$ cat src/rtl/tile_loc_pkg.sv
package tile_loc_pkg;

   // Mask applied at sweep step `step` for a tile number of `nbits` bits.
   // Step 0 is all ones; each later step clears one more bit, alternating
   // between the top of the upper half and the top of the lower half.
   function automatic logic [31:0] sweep_mask(input int nbits, input int step);
      logic [31:0] m;
      int          half;
      int          pos;
      m    = (32'd1 << nbits) - 32'd1;
      half = nbits / 2;
      for (int k = 0; k < 32; k++) begin
         if (k < step) begin
            if ((k % 2) == 0) pos = nbits - 1 - (k / 2);
            else              pos = half - 1 - ((k - 1) / 2);
            m[pos] = 1'b0;
         end
      end
      return m;
   endfunction

endpackage

$ cat src/rtl/tile_mask_sweep.sv
module tile_mask_sweep
   import tile_loc_pkg::*;
#(
   parameter int TILE_BITS = 4,
   localparam int NMASK    = TILE_BITS + 1
) (
   input  logic [TILE_BITS-1:0]            core_id,
   input  logic [TILE_BITS-1:0]            home_id,
   output logic [NMASK-1:0][TILE_BITS-1:0] cand
);

   generate
      for (genvar g = 0; g < NMASK; g++) begin : g_step
         localparam logic [31:0]          MFULL = sweep_mask(TILE_BITS, g);
         localparam logic [TILE_BITS-1:0] M     = MFULL[TILE_BITS-1:0];
         assign cand[g] = (home_id & M) | (core_id & ~M);
      end
   endgenerate

endmodule

$ cat src/rtl/tile_dedup.sv
module tile_dedup #(
   parameter int TILE_BITS = 4,
   localparam int NMASK    = TILE_BITS + 1,
   localparam int NTILE    = 1 << TILE_BITS,
   localparam int CW       = $clog2(TILE_BITS + 2)
) (
   input  logic [NMASK-1:0][TILE_BITS-1:0] cand,
   output logic [NMASK-1:0]                keep,
   output logic [CW-1:0]                   count
);

   logic [NMASK:0][NTILE-1:0] seen;

   assign seen[0] = '0;

   generate
      for (genvar g = 0; g < NMASK; g++) begin : g_chain
         assign keep[g]     = ~seen[g][cand[g]];
         assign seen[g + 1] = seen[g] | (NTILE'(1) << cand[g]);
      end
   endgenerate

   always_comb begin
      count = '0;
      for (int i = 0; i < NMASK; i++) count = count + CW'(keep[i]);
   end

endmodule

$ cat src/rtl/tile_cand_locator.sv
module tile_cand_locator #(
   parameter int TILE_BITS = 4,
   localparam int NMASK    = TILE_BITS + 1,
   localparam int CW       = $clog2(TILE_BITS + 2),
   localparam int IW       = $clog2(NMASK)
) (
   input  logic                 clk,
   input  logic                 rst_n,
   input  logic                 in_valid,
   output logic                 in_ready,
   input  logic [TILE_BITS-1:0] in_core,
   input  logic [TILE_BITS-1:0] in_home,
   output logic                 req_valid,
   input  logic                 req_ready,
   output logic [TILE_BITS-1:0] req_tile,
   output logic                 req_first,
   output logic                 req_last,
   output logic [CW-1:0]        cand_count,
   output logic                 done
);

   initial begin
      if (TILE_BITS < 2 || TILE_BITS > 8 || (TILE_BITS % 2) != 0)
         $error("tile_cand_locator: TILE_BITS must be even and in 2..8");
   end

   logic [TILE_BITS-1:0]            core_q, home_q, src_core, src_home;
   logic [NMASK-1:0][TILE_BITS-1:0] cand;
   logic [NMASK-1:0]                keep, pending;
   logic [CW-1:0]                   count_now, count_q;
   logic                            first_q, done_q;
   logic [IW-1:0]                   cur;
   logic                            accept, fire, single;

   assign in_ready = ~|pending;
   assign accept   = in_valid & in_ready;
   assign src_core = in_ready ? in_core : core_q;
   assign src_home = in_ready ? in_home : home_q;

   tile_mask_sweep #(.TILE_BITS(TILE_BITS)) u_sweep (
      .core_id (src_core),
      .home_id (src_home),
      .cand    (cand)
   );

   tile_dedup #(.TILE_BITS(TILE_BITS)) u_dedup (
      .cand  (cand),
      .keep  (keep),
      .count (count_now)
   );

   // lowest pending step is the next request
   always_comb begin
      cur = '0;
      for (int i = NMASK - 1; i >= 0; i--) if (pending[i]) cur = IW'(i);
   end

   assign single     = (pending & (pending - NMASK'(1))) == '0;
   assign req_valid  = |pending;
   assign req_tile   = cand[cur];
   assign req_first  = first_q;
   assign req_last   = req_valid & single;
   assign cand_count = count_q;
   assign done       = done_q;
   assign fire       = req_valid & req_ready;

   always_ff @(posedge clk or negedge rst_n) begin
      if (!rst_n) begin
         pending <= '0;
         core_q  <= '0;
         home_q  <= '0;
         count_q <= '0;
         first_q <= 1'b0;
         done_q  <= 1'b0;
      end else begin
         done_q <= fire & single;
         if (accept) begin
            pending <= keep;
            core_q  <= in_core;
            home_q  <= in_home;
            count_q <= count_now;
            first_q <= 1'b1;
         end else if (fire) begin
            pending[cur] <= 1'b0;
            first_q      <= 1'b0;
         end
      end
   end

   assert_hold_R6: assert property (@(posedge clk) disable iff (!rst_n)
      req_valid && !req_ready |=> req_valid && $stable(req_tile) &&
                                  $stable(req_first) && $stable(req_last));

   assert_busy_R1: assert property (@(posedge clk) disable iff (!rst_n)
      req_valid |-> !in_ready);

   assert_done_R8: assert property (@(posedge clk) disable iff (!rst_n)
      req_valid && req_ready && req_last |=> done && !req_valid);

   assert_count_R5: assert property (@(posedge clk) disable iff (!rst_n)
      req_valid |-> cand_count >= CW'(1) && cand_count <= CW'(NMASK));

   assert_first_R7: assert property (@(posedge clk) disable iff (!rst_n)
      req_valid && req_ready && !req_last |=> !req_first);

endmodule

$ cat config.mk
export PLATFORM = sky130hd
export DESIGN_NAME = tile_cand_locator
export DESIGN_NICKNAME = d
export VERILOG_FILES = /design/src/rtl/tile_loc_pkg.sv /design/src/rtl/tile_mask_sweep.sv /design/src/rtl/tile_dedup.sv /design/src/rtl/tile_cand_locator.sv
export SDC_FILE = /design/constraint.sdc
export NUM_CORES = 1
export LEC_CHECK = 0
export ABC_AREA = 0
export BUFFER_PORTS_ARGS = -buffer_cell sky130_fd_sc_hd__buf_2
export CORE_ASPECT_RATIO = 2
export CORE_MARGIN = 1.5
export CORE_UTILIZATION = 50
export CTS_CLUSTER_DIAMETER = 100
export CTS_CLUSTER_SIZE = 16
export DETAILED_ROUTE_END_ITERATION = 10
export HOLD_SLACK_MARGIN = 0.02
export PLACE_DENSITY = 0.76
export SYNTH_ARGS = -nofsm -noshare
export SYNTH_HDL_FRONTEND = slang
export SYNTH_SLANG_ARGS = --single-unit
export TNS_END_PERCENT = 100
$ cat constraint.sdc
create_clock -name clk -period 2.6 [get_ports clk]
set_input_delay 0.52 -clock clk [delete_from_list [all_inputs] [get_ports clk]]
set_output_delay 0.52 -clock clk [all_outputs]
set_load 0.005 [all_outputs]
==> metrics.txt, run 1 <==
P_leak about 0.9 nW; clock sink total 18; Die Y 76.2 microns; DP Wirelength ~3.1 mm; Diodes inserted 0; IO Port Bufs 23; outcome finished with violations; initial antenna violation count 0; Post-Route WL between 3 and 4 mm; min Tclk post-route between 2 and 3 ns; vias per cell around 5.7; total grt overflow 0; first-pass GRT wire length approximately 6.2 mm; maximum clock insertion buffer count 2; EDFF count, synth 0; max-slew violations 0; actual slew at the worst max-slew pin approximately 0.57 ns; Internal 0.00156 W; worst-path fanout max 6; DRC Markers 0; Hold Vio Cnt, Final 0; final worst slack -0.177 ns; net load switching power 0.00115 W; Post-Syn Instances between 150 and 200; Net Sw Frac a little over two fifths; Seq/Total Area, Yosys 33.6%; Syn-to-layout area delta 38.7%; vias in the first global route 1387; gr usage total 29.3%; Initial Utilization between 50 and 60%; Clock Skew about 0.0039 ns; reg2reg setup slack -0.18 ns; Crit Path Category flop to flop; htree depth 1; pre-CTS setup slack -0.523 ns; hold slack final a little under 0.2 ns; Worst EP required between 2 and 3 ns; layout cells sized above 1 a little under half; count of cell types in the netlist 42; synthesized area per cell 8.59 sq um; 1st-iter DRT viols 52; Yosys warnings 0; combinational share of power between 70% and 80%; Post-Layout Cell Count around 240; maximum number of pins on one net before global-route repair 19; RSZ-0062 raised after global routing true; CTS Buf Count 3; Die Wd roughly 40 microns; pwr/cell area approximately 1500 nW/um^2; reg2reg start pending[4]$_DFFE_PN0P_; Final TNS setup -0.345 ns; final net count between 200 and 250; Async S/R FF share, synth 100%; Inst Count DP roughly 230; worst reg2reg path depth 12; maximum VDD drop 0.875 mV; CP arrival roughly 2.9 ns; Clk pin slew, worst setup/hold paths ~0.070 ns; Core Box Area ~2500 sq um; crit end category flop; failing checks setup timing; worst min path class primary input to asynchronous set/reset pin; Yosys reg bits 18; syn_nets 171; Avg WL per Cell around 16 microns; row count 26; period utilisation layout 107%; Worst-Skew Late Latency 0.25 ns; register share of total power about a fifth; dominant synthesized flop cell dfrtp_1; total die area about 3000 sq um; Peak Freq ~360 MHz; crit start category flop; Vias around 1400; Core Util, Final 73.3%; maxcap violations 0; detailed-router iteration count before antenna repair 4; CTS tree yes; Slew HR 61.9%; setup violators final 3; RR Endpoint cand_count[1]$_DFFE_PN0P_; Clk pwr share 7.2%; Clock Tree Root clkbuf_8; post-cts hold buffer count 0; total I/O pin count 24; Routed Antenna Nets 0; Placer Congestion 0.963; Netlist Area Pre-Place 1340 sq um
cell families (layout without fill, tap and decap cells):
| group | count (synthesis) | count (layout) | share of synthesized area [%] |
|---|---|---|---|
| compound gates | 47 | 47 | 21.8 |
| xor+xnor | 7 | 7 | 4.58 |
| fa+ha+maj | 3 | 3 | 3.36 |
| buf+inv | 25 | 83 | 9.24 |
| flops | 18 | 18 | 33.6 |
| mux | 13 | 13 | 10.6 |
| simple gates | 43 | 43 | 16.7 |
registers in the layout (all words and copies together) (netlist names):
| register | cells |
|---|---|
| req_first | 1 |
| done | 1 |
| cand_count | 3 |
| core_q | 4 |
| home_q | 4 |
| pending | 5 |
layout by cell type (no fill, tap or decap), types with 2 or more instances in the layout:
cell	netlist	routed
nor2_1	14	14
inv_2	1	2
xor2_1	4	4
buf_4	1	43
inv_1	12	11
mux2_4	0	2
nor2b_4	1	3
o21ai_0	17	15
nand3_1	2	2
nor3_1	2	2
o31ai_1	2	2
dfrtp_1	18	16
dfrtp_2	0	2
a31oi_1	4	4
xnor2_1	3	3
nand2_2	2	2
a21oi_1	11	10
mux2i_1	3	3
clkbuf_8	0	3
nor4_1	2	2
buf_2	9	23
o21ai_1	2	4
mux2_2	10	8
ha_4	0	2
nand2_1	11	11
final cells by class:
type	count	area, sq um
Fill cell	204	678
Timing Repair Buffer	67	449
Inverter	13	48.8
Sequential cell	18	453
Multi-Input combinational cell	113	832
Clock buffer	3	41.3
Tap cell	28	35.0
power groups by stage:
stage / Combinational [W] / Sequential [W] / Clock [W]
finish: 0.00198 / 0.000536 / 0.000195
global route: 0.00219 / 0.000552 / 0.000211
CTS: 0.00195 / 0.000531 / 0.000200
detailed placement: 0.00175 / 0.000536 / 0
global placement: 0.00164 / 0.000522 / 0
floorplan: 0.00111 / 0.000486 / 0
cells in the mapped netlist, drive strengths merged (3+ instances only):
master | instances | area share (%)
nand2 | 13 | 4.0
dfrtp | 18 | 34
xor2 | 4 | 2.6
inv | 13 | 3.6
o21ai | 20 | 7.7
a31oi | 4 | 1.9
xnor2 | 3 | 2.0
nor2 | 15 | 4.4
mux2 | 10 | 8.4
nor3 | 3 | 2.0
a21oi | 11 | 4.1
mux2i | 3 | 2.2
buf | 12 | 5.6
nor2b | 3 | 2.0
layer usage:
layer,up-vias,global-route usage [%],part of all wire [%]
li1,664,-,-
met1,649,29.4,33
met2,43,53.3,60
met3,14,2.62,2.9
met4,0,14.5,3.8
met5,-,0,0
critical path, cell delays in order, from the launching register on:
cell and delay [ns]:
dfrtp_1 0.41, nor3_4 0.22, nand2_2 0.13, inv_2 0.11
buf_4 0.15, a21oi_1 0.07, o211a_1 0.14, mux2_4 0.29
ha_4 0.27, inv_2 0.03, fa_2 0.36, ha_4 0.24
mux2_2 0.25
per-stage QoR:
step	total power (W)	instance area, sq um
floorplan	0.00160	1380
global placement	0.00216	1730
detailed placement	0.00229	1730
CTS	0.00268	1840
global route	0.00296	1860
finish	0.00271	1860
worst max-delay path by stage:
stage,end,startpoint,depth (start not counted)
6_report,cand_count[1]$_DFFE_PN0P_,pending[4]$_DFFE_PN0P_,12
5_1_grt,cand_count[1]$_DFFE_PN0P_,pending[4]$_DFFE_PN0P_,12
4_1_cts,cand_count[1]$_DFFE_PN0P_,pending[3]$_DFFE_PN0P_,10
3_5_place_dp,cand_count[1]$_DFFE_PN0P_,in_home[1],12
3_3_place_gp,cand_count[1]$_DFFE_PN0P_,in_home[1],12
2_1_floorplan,cand_count[1]$_DFFE_PN0P_,in_home[3],12
timing repair:
item	4_1_cts	5_1_grt
resized for setup	10	2
pin swaps	6	3
setup endpoints to repair	3	3
hold endpoints to repair	0	0
setup buffers	5	1
Power figures use the tool's default switching activity.
==> run 2, diff against run 1 <==
--- a/config.mk
+++ b/config.mk
@@ -10,12 +10,14 @@
 export CORE_ASPECT_RATIO = 2
 export CORE_MARGIN = 1.5
-export CORE_UTILIZATION = 50
+export CORE_UTILIZATION = 55
 export CTS_CLUSTER_DIAMETER = 100
 export CTS_CLUSTER_SIZE = 16
 export DETAILED_ROUTE_END_ITERATION = 10
+export GPL_ROUTABILITY_DRIVEN = 0
 export HOLD_SLACK_MARGIN = 0.02
-export PLACE_DENSITY = 0.76
+export PLACE_DENSITY = 0.78
 export SYNTH_ARGS = -nofsm -noshare
 export SYNTH_HDL_FRONTEND = slang
+export SYNTH_HIERARCHICAL = 1
 export SYNTH_SLANG_ARGS = --single-unit
 export TNS_END_PERCENT = 100
==> constraint.sdc (replaced) <==
create_clock -name clk -period 2.6 [get_ports clk]
set_input_delay 0.13 -clock clk [delete_from_list [all_inputs] [get_ports clk]]
set_output_delay 0.13 -clock clk [all_outputs]
set_load 0.005 [all_outputs]
==> run 2 against run 1 <==
Area after synthesis up 82%. Synthesized cell count is 76% higher. The run now fails in global routing.
==> metrics.txt, run 2 <==
outcome stopped before the end; Stop stage global routing; First Err [ERROR GRT-0232] Routing congestion too high. Check the congestion heatmap in the GUI.; syn_nets 290; row count 34; total I/O pin count 24; Post-synth top cells buf_4, dfrtp_1, mux2_2, nand2_1, nor2_1; kind of the worst endpoint register input; Yosys reg bits 18; Async S/R FF share, synth 100%; dominant synthesized flop cell dfrtp_1; count of cell types in the netlist 64; most instantiated library cell after synthesis buf_4; Die Wd ~50 microns; area leader, netlist dfrtp_1; synthesized area per cell roughly 8.9 sq um; gr usage total 60.1%; share of the synthesized area in the top cell type 18.5%; clock sink total 18; CTS Buf Count 3; IO Port Bufs 23; maximum clock insertion buffer count 2; Die Y 97.1 microns; Netlist Area Pre-Place 2430 sq um; Yosys warnings 6; total grt overflow 8; Inst Count DP between 300 and 400; Clock Tree Root clkbuf_8; worst setup endpoint GRT cand_count[2]$_DFFE_PN0P_/D; Seq/Total Area, Yosys between 15 and 20%; Initial Utilization a little under three fifths; synth top area cells dfrtp_1, mux2_2, buf_4, mux4_2, a221oi_1; EDFF count, synth 0; htree depth 1; DP Wirelength 6.44 mm; Post-Syn Instances between 200 and 300; maximum number of pins on one net before global-route repair 26
## run 2: cell families after synthesis
group                      after synthesis  share of synthesized area, %
AOI/OAI and AO/OA                       82                          26.2
DFF                                     18                          18.5
buffers and inverters                   48                          12.9
muxes                                   29                          17.2
xor gates and xnor gates                 7                          2.52
other                                    1                         0.154
and+or+nand+nor                         85                          20.2
adders and majority gates                4                          2.37
## run 2: stage by stage
step / TNS (ns) / worst slack (ns) / utilization [%] / area, sq um / hold WS [ns]
CTS: -6.56 / -1.57 / 77.4 / 3330 / 0.106
detailed placement: -6.71 / -1.65 / 71.3 / 3060 / 0.0792
global placement: -5.74 / -1.45 / 71.3 / 3060 / 0.0715
floorplan: -5.35 / -1.61 / - / 2520 / -0.166
## run 2: layer usage
layer	overflow	track usage (%)
met1	0	62.3
met2	3	83.3
met3	0	34.0
met4	5	53.4
met5	0	0
## run 2: what timing repair did
item                                   CTS
hold buffers                             1
pin swaps                                6
cloned                                   3
endpoints found under the hold margin   18
resized for setup                       33
setup endpoints to repair               10
buffers inserted                         7
==> run 3, diff against run 2 <==
- CORE_ASPECT_RATIO: 2 -> default
- CORE_UTILIZATION: 55 -> 40
- CTS_CLUSTER_DIAMETER: 100 -> default
- CTS_CLUSTER_SIZE: 16 -> default
- HOLD_SLACK_MARGIN: 0.02 -> default
- PLACE_DENSITY: 0.78 -> default
- PLACE_DENSITY_LB_ADDON: default -> 0.15
- clock period: 2.6 -> 3.4 ns (I/O delays scaled with it)
==> run 3 against run 2 <==
The flow now finishes, with violations (setup timing). Area after synthesis did not move. Synthesized cell count stayed put.
==> metrics.txt, run 3 <==
largest reg by FF count pending; Netlist Area Pre-Place between 2000 and 2500 sq um; final net count 380; grt met3 use 3.03%; DP Wirelength roughly 5.3 mm; total grt overflow 0; maxcap violations 0; gr usage total 23.5%; total I/O pin count 24; synthesized area per cell roughly 8.9 sq um; Final TNS setup -1.54 ns; Synth Area in Compound Gates between 20% and 30%; Clock Skew approximately 0.0094 ns; 1st-iter DRT viols 200; Post-synth top cells buf_4, dfrtp_1, mux2_2, nand2_1, nor2_1; EDFF count, synth 0; dominant synthesized flop cell dfrtp_1; max reg flops 5; CTS Buf Count 3; Clk pin slew, worst setup/hold paths 0.08 ns; Initial Utilization about two fifths; Seq/Total Area, Yosys a little under a fifth; commonest non-fill, non-tap cells in the layout buf_4, buf_2, dfrtp_1; commonest non-fill, non-tap cell in the layout buf_4; met2 GRT Util 37.6%; final worst slack -0.570 ns; Hold Vio Cnt, Final 0; Clock Tree Root clkbuf_8; RSZ-0062 raised after global routing true; vias per cell 5.90; Worst-Skew Late Latency 0.26 ns; maximum clock insertion buffer count 2; xor/xnor share of the synthesized area about 2.5%; worst-path fanout max 8; actual slew at the worst max-slew pin between 0.8 and 0.9 ns; crit start category flop; Adder-Cell Fraction of Synth Area approximately 2.4%; Diodes inserted 0; Crit Path Category flop to flop; Worst EP required around 3.6 ns; period utilisation layout 117%; Async S/R FF share, synth 100%; area leader, netlist dfrtp_1; share of the synthesized area in the top cell type a little under a fifth; met1 Usage GRT between 30% and 40%; Routed Antenna Nets 0; IO Port Bufs 23; clock sink total 18; Regs by FF count pending x5, core_q x4, home_q x4; most instantiated library cell after synthesis buf_4; DRC Markers 0; setup violators final 4; synth top area cells dfrtp_1, mux2_2, buf_4, mux4_2, a221oi_1; row count 28; main combinational cell family by area after synthesis compound AO/OA/AOI/OAI gates; fill count 524; total die area approximately 6600 sq um; failing checks setup timing; worst min path class primary input to flop; Yosys warnings 6; Core Util, Final 57.4%; CTS tree yes; initial antenna violation count 0; Peak Freq 252 MHz; detailed-router iteration count before antenna repair 5; Post-Syn Instances between 200 and 300; Avg WL per Cell ~17 microns; maximum number of pins on one net before global-route repair 22; crit end category flop; Die Y roughly 80 microns; first-pass GRT wire length 11.9 mm; Slew HR ~45%; Syn-to-layout area delta 38.9%; Post-Route WL 7.60 mm; htree depth 1; max-slew violations 0; Vias 2584; min Tclk post-route roughly 4 ns; Core Box Area between 5000 and 6000 sq um; mux cell area share after synthesis approximately 17%; Die Wd between 80 and 90 microns; Yosys reg bits 18; GRT Max-Usage Layer met2; vias in the first global route between 2000 and 2500; syn_nets between 200 and 300; outcome finished with violations; post-synthesis simple-gate area fraction around 20%; layout cells sized above 1 52.9%; count of cell types in the netlist 64; CP arrival around 4 ns
## run 3: per-layer routing
layer	routed length (microns)	part of all wire (%)	vias to the layer above
met5	0	0	-
met4	114	1.5	0
met3	326	4.3	15
met2	3650	48	97
met1	3510	46	1238
li1	-	-	1234
## run 3: worst paths after layout
check                           slack, ns              startpoint  cells past startpoint                         to
worst max-delay path                -0.57  pending[3]$_DFFE_PN0P_                     14  cand_count[2]$_DFFE_PN0P_
worst max register to register      -0.57  pending[3]$_DFFE_PN0P_                     14  cand_count[2]$_DFFE_PN0P_
min in group asynchronous            0.37                   rst_n                      2      req_first$_DFFE_PN0P_
max in group asynchronous            2.73                   rst_n                      2      home_q[3]$_DFFE_PN0P_
worst min-delay path                 0.12               req_ready                      2      req_first$_DFFE_PN0P_
worst min register to register       0.50   core_q[0]$_DFFE_PN0P_                      1      core_q[0]$_DFFE_PN0P_
## run 3: kinds of logic after synthesis
kind of cell / after synthesis
multiplexers: 29
XOR/XNOR: 7
adder cells (fa/ha/maj): 4
AO/OA/AOI/OAI: 82
flip-flops: 18
AND/OR/NAND/NOR: 85
other: 1
buffers and inverters: 48
## run 3: critical path, cell delays in order, from the launching register on
cell and delay [ns]:
dfrtp_1 0.41, nor3_4 0.22, nand2_2 0.10, clkinv_4 0.11, mux2_4 0.37, buf_8 0.16, a32o_2 0.28, mux4_2 0.48
mux4_2 0.49, fa_1 0.49, inv_1 0.04, ha_2 0.15, ha_2 0.16, a21o_1 0.15, mux2_4 0.25
## run 3: timing repair
item                                    CTS  global route
buffers inserted                         10             4
endpoints found under the setup margin    3             5
gates resized for setup                  22            16
hold endpoints to repair                 18             0
hold buffers                              1             0
gates cloned                              2             1
pin swaps                                 9             6
## run 3: layout make-up
| cell class | instances | area (sq um) | share of cell area [%] |
|---|---|---|---|
| Timing Repair Buffer | 123 | 876 | 25.9 |
| Clock buffer | 4 | 55.1 | 1.63 |
| Inverter | 7 | 31.3 | 0.926 |
| Multi-Input combinational cell | 211 | 1870 | 55.4 |
| Tap cell | 75 | 93.8 | 2.78 |
| Sequential cell | 18 | 450 | 13.3 |
## run 3: through the flow
| stage | std cells | setup WS (ns) | hold WS (ns) | cell area (sq um) |
|---|---|---|---|---|
| after floorplan | 274 | -0.814 | -0.126 | 2480 |
| after global placement | 416 | -0.631 | 0.120 | 3020 |
| after detailed placement | 416 | -0.679 | 0.135 | 3020 |
| after CTS | 433 | -0.595 | 0.114 | 3260 |
| after global routing | 438 | -0.694 | 0.138 | 3380 |
| final | 438 | -0.570 | 0.124 | 3380 |
Power of run 3 is left out: the tool's default activity adds up to more than one toggle a clock period on the data nets, which glitch-free logic cannot reach.
==> run 4, diff against run 3 <==
- CORE_MARGIN: 1.5 -> 10
==> run 4 against run 3 <==
The run still ends with setup timing left. Worst setup slack worse by 0.043 ns. Worst hold slack better by 0.0072 ns. Via count is 4.8% lower. Sequential share of layout area is 0.19 points higher. Die area is 46% higher. Non-clock buffer count is 4 lower. Flip-flop and latch count stayed put. Utilization is 1.1 points lower. Clock skew is 0.0082 ns lower. Critical path type unchanged. Largest cell class unchanged.
==> metrics.txt, run 4 (same netlist as run 3, synthesis figures left out) <==
Vias 2459; initial antenna violation count 0; fill count about 550; DRC Markers 0; vias per cell ~5.7; Reg area about 450 sq um; reg2reg start pending[3]$_DFFE_PN0P_; actual slew at the worst max-slew pin roughly 0.84 ns; failing checks setup timing; reg2reg setup slack -0.61 ns; first-pass GRT wire length ~12 mm; setup violators final 3; dpl cell area around 3000 sq um; CP arrival 4.16 ns; Worst Setup SP pending[3]$_DFFE_PN0P_; Clock Skew 0.00119 ns; min-delay src req_ready; CP bufs+invs 2; commonest non-fill, non-tap cell in the layout buf_4; Routed Antenna Nets 0; min Tclk post-route around 4 ns; 1st-iter DRT viols roughly 280; Avg WL per Cell about 17 microns; DP Wirelength 5.68 mm; Initial Utilization about two fifths; Syn-to-layout area delta 37.0%; fin area between 3000 and 4000 sq um; Clk pin slew, worst setup/hold paths 0.07 ns; RSZ-0062 raised after global routing true; final net count approximately 370; crit end category flop; worst min path class primary input to flop; Peak Freq roughly 250 MHz; row count 28; Critical Path Max Stage Delay between 0.5 and 0.6 ns; Core Box Area slightly below 6000 sq um; htree depth 1; Post-Route WL around 7.3 mm; Max stage delay cell, worst path fa_1; detailed-router iteration count before antenna repair 5; Diodes inserted 0; max reg flops 5; Worst-Skew Late Latency roughly 0.26 ns; gr usage total about 15%; total I/O pin count 24; layout cells sized above 1 between 50% and 60%; Clock Tree Root clkbuf_8; clock sink total 18; crit start category flop; max-slew violations 0; Min-Delay Path Depth 2; IO Port Bufs 23; worst-path fanout max 7; Die Y 98 microns; largest reg by FF count pending; total die area around 9600 sq um; critical-path cell list nor3_4 -> nand2_2 -> clkinv_4 -> mux2_4 -> and2b_2 -> a32o_2 -> mux4_2 -> mux4_2 -> fa_1 -> inv_2 -> ha_4 -> ha_4 -> a21o_1 -> mux2_4; Slew HR between 40% and 50%; CTS Buf Count 3; hold endpoint req_first$_DFFE_PN0P_; total grt overflow 0; maximum clock insertion buffer count 2; RR Endpoint cand_count[2]$_DFFE_PN0P_; Hold Vio Cnt, Final 0; Worst EP required about 3.6 ns; worst reg2reg path depth 14; multi-input combinational cell area roughly 1800 sq um; period utilisation layout 118%; Crit Path Category flop to flop; CTS tree yes; maximum number of pins on one net before global-route repair 22; maxcap violations 0; Regs by FF count pending x5, core_q x4, home_q x4; Die Wd between 90 and 100 microns; outcome finished with violations; commonest non-fill, non-tap cells in the layout buf_4, buf_2, dfrtp_1; vias in the first global route about 2400; final worst slack -0.613 ns; Top delay family on crit path multiplexers
[run 4: layout make-up]
cell class	instances	share of cell area, %
sequential	18	13.5
clock buffer	3	1.24
inverter	7	0.938
timing repair buffer	119	26.7
tap	75	2.82
multi-input combinational	208	54.8
[run 4: how the worst max path moves through the flow]
stage / to / slack [ns] / cells past startpoint
final: cand_count[2]$_DFFE_PN0P_ / -0.61 / 14
after global routing: cand_count[2]$_DFFE_PN0P_ / -0.73 / 17
after CTS: cand_count[2]$_DFFE_PN0P_ / -0.69 / 14
after detailed placement: cand_count[2]$_DFFE_PN0P_ / -0.72 / 14
after global placement: cand_count[2]$_DFFE_PN0P_ / -0.67 / 18
after floorplan: cand_count[2]$_DFFE_PN0P_ / -0.81 / 17
[run 4: routing by layer]
metal	part of all wire, %	vias to the layer above	GRT usage [%]
met3	3.5	9	2.26
met4	0.86	0	2.35
met1	48	1180	20.4
met2	48	59	24.2
met5	0	-	0
li1	-	1211	-
[run 4: per-stage QoR]
stage	hold slack [ns]	setup slack (ns)	TNS, ns	cells	util, %
floorplan	-0.126	-0.814	-2.19	274	-
global placement	0.123	-0.672	-1.83	412	50.8
detailed placement	0.131	-0.716	-1.97	412	50.8
CTS	0.127	-0.690	-1.70	427	55.1
global route	0.139	-0.734	-1.82	430	56.3
finish	0.131	-0.613	-1.48	430	56.3
[run 4: worst reg2reg max path, cell delays in order (launching register included)]
cell      delay (ns)
dfrtp_1         0.41
nor3_4          0.22
nand2_2         0.11
clkinv_4        0.10
mux2_4          0.36
and2b_2         0.24
a32o_2          0.24
mux4_2          0.48
mux4_2          0.49
fa_1            0.51
inv_2           0.05
ha_4            0.15
ha_4            0.14
a21o_1          0.15
mux2_4          0.25
[run 4: timing repair]
item / in CTS / in global routing
buffers inserted: 11 / 3
gates resized for setup: 32 / 13
endpoints found under the hold margin: 18 / 0
hold buffers: 1 / 0
setup endpoints to repair: 4 / 4
pin swaps: 10 / 6
Power of run 4 is left out for the same reason.
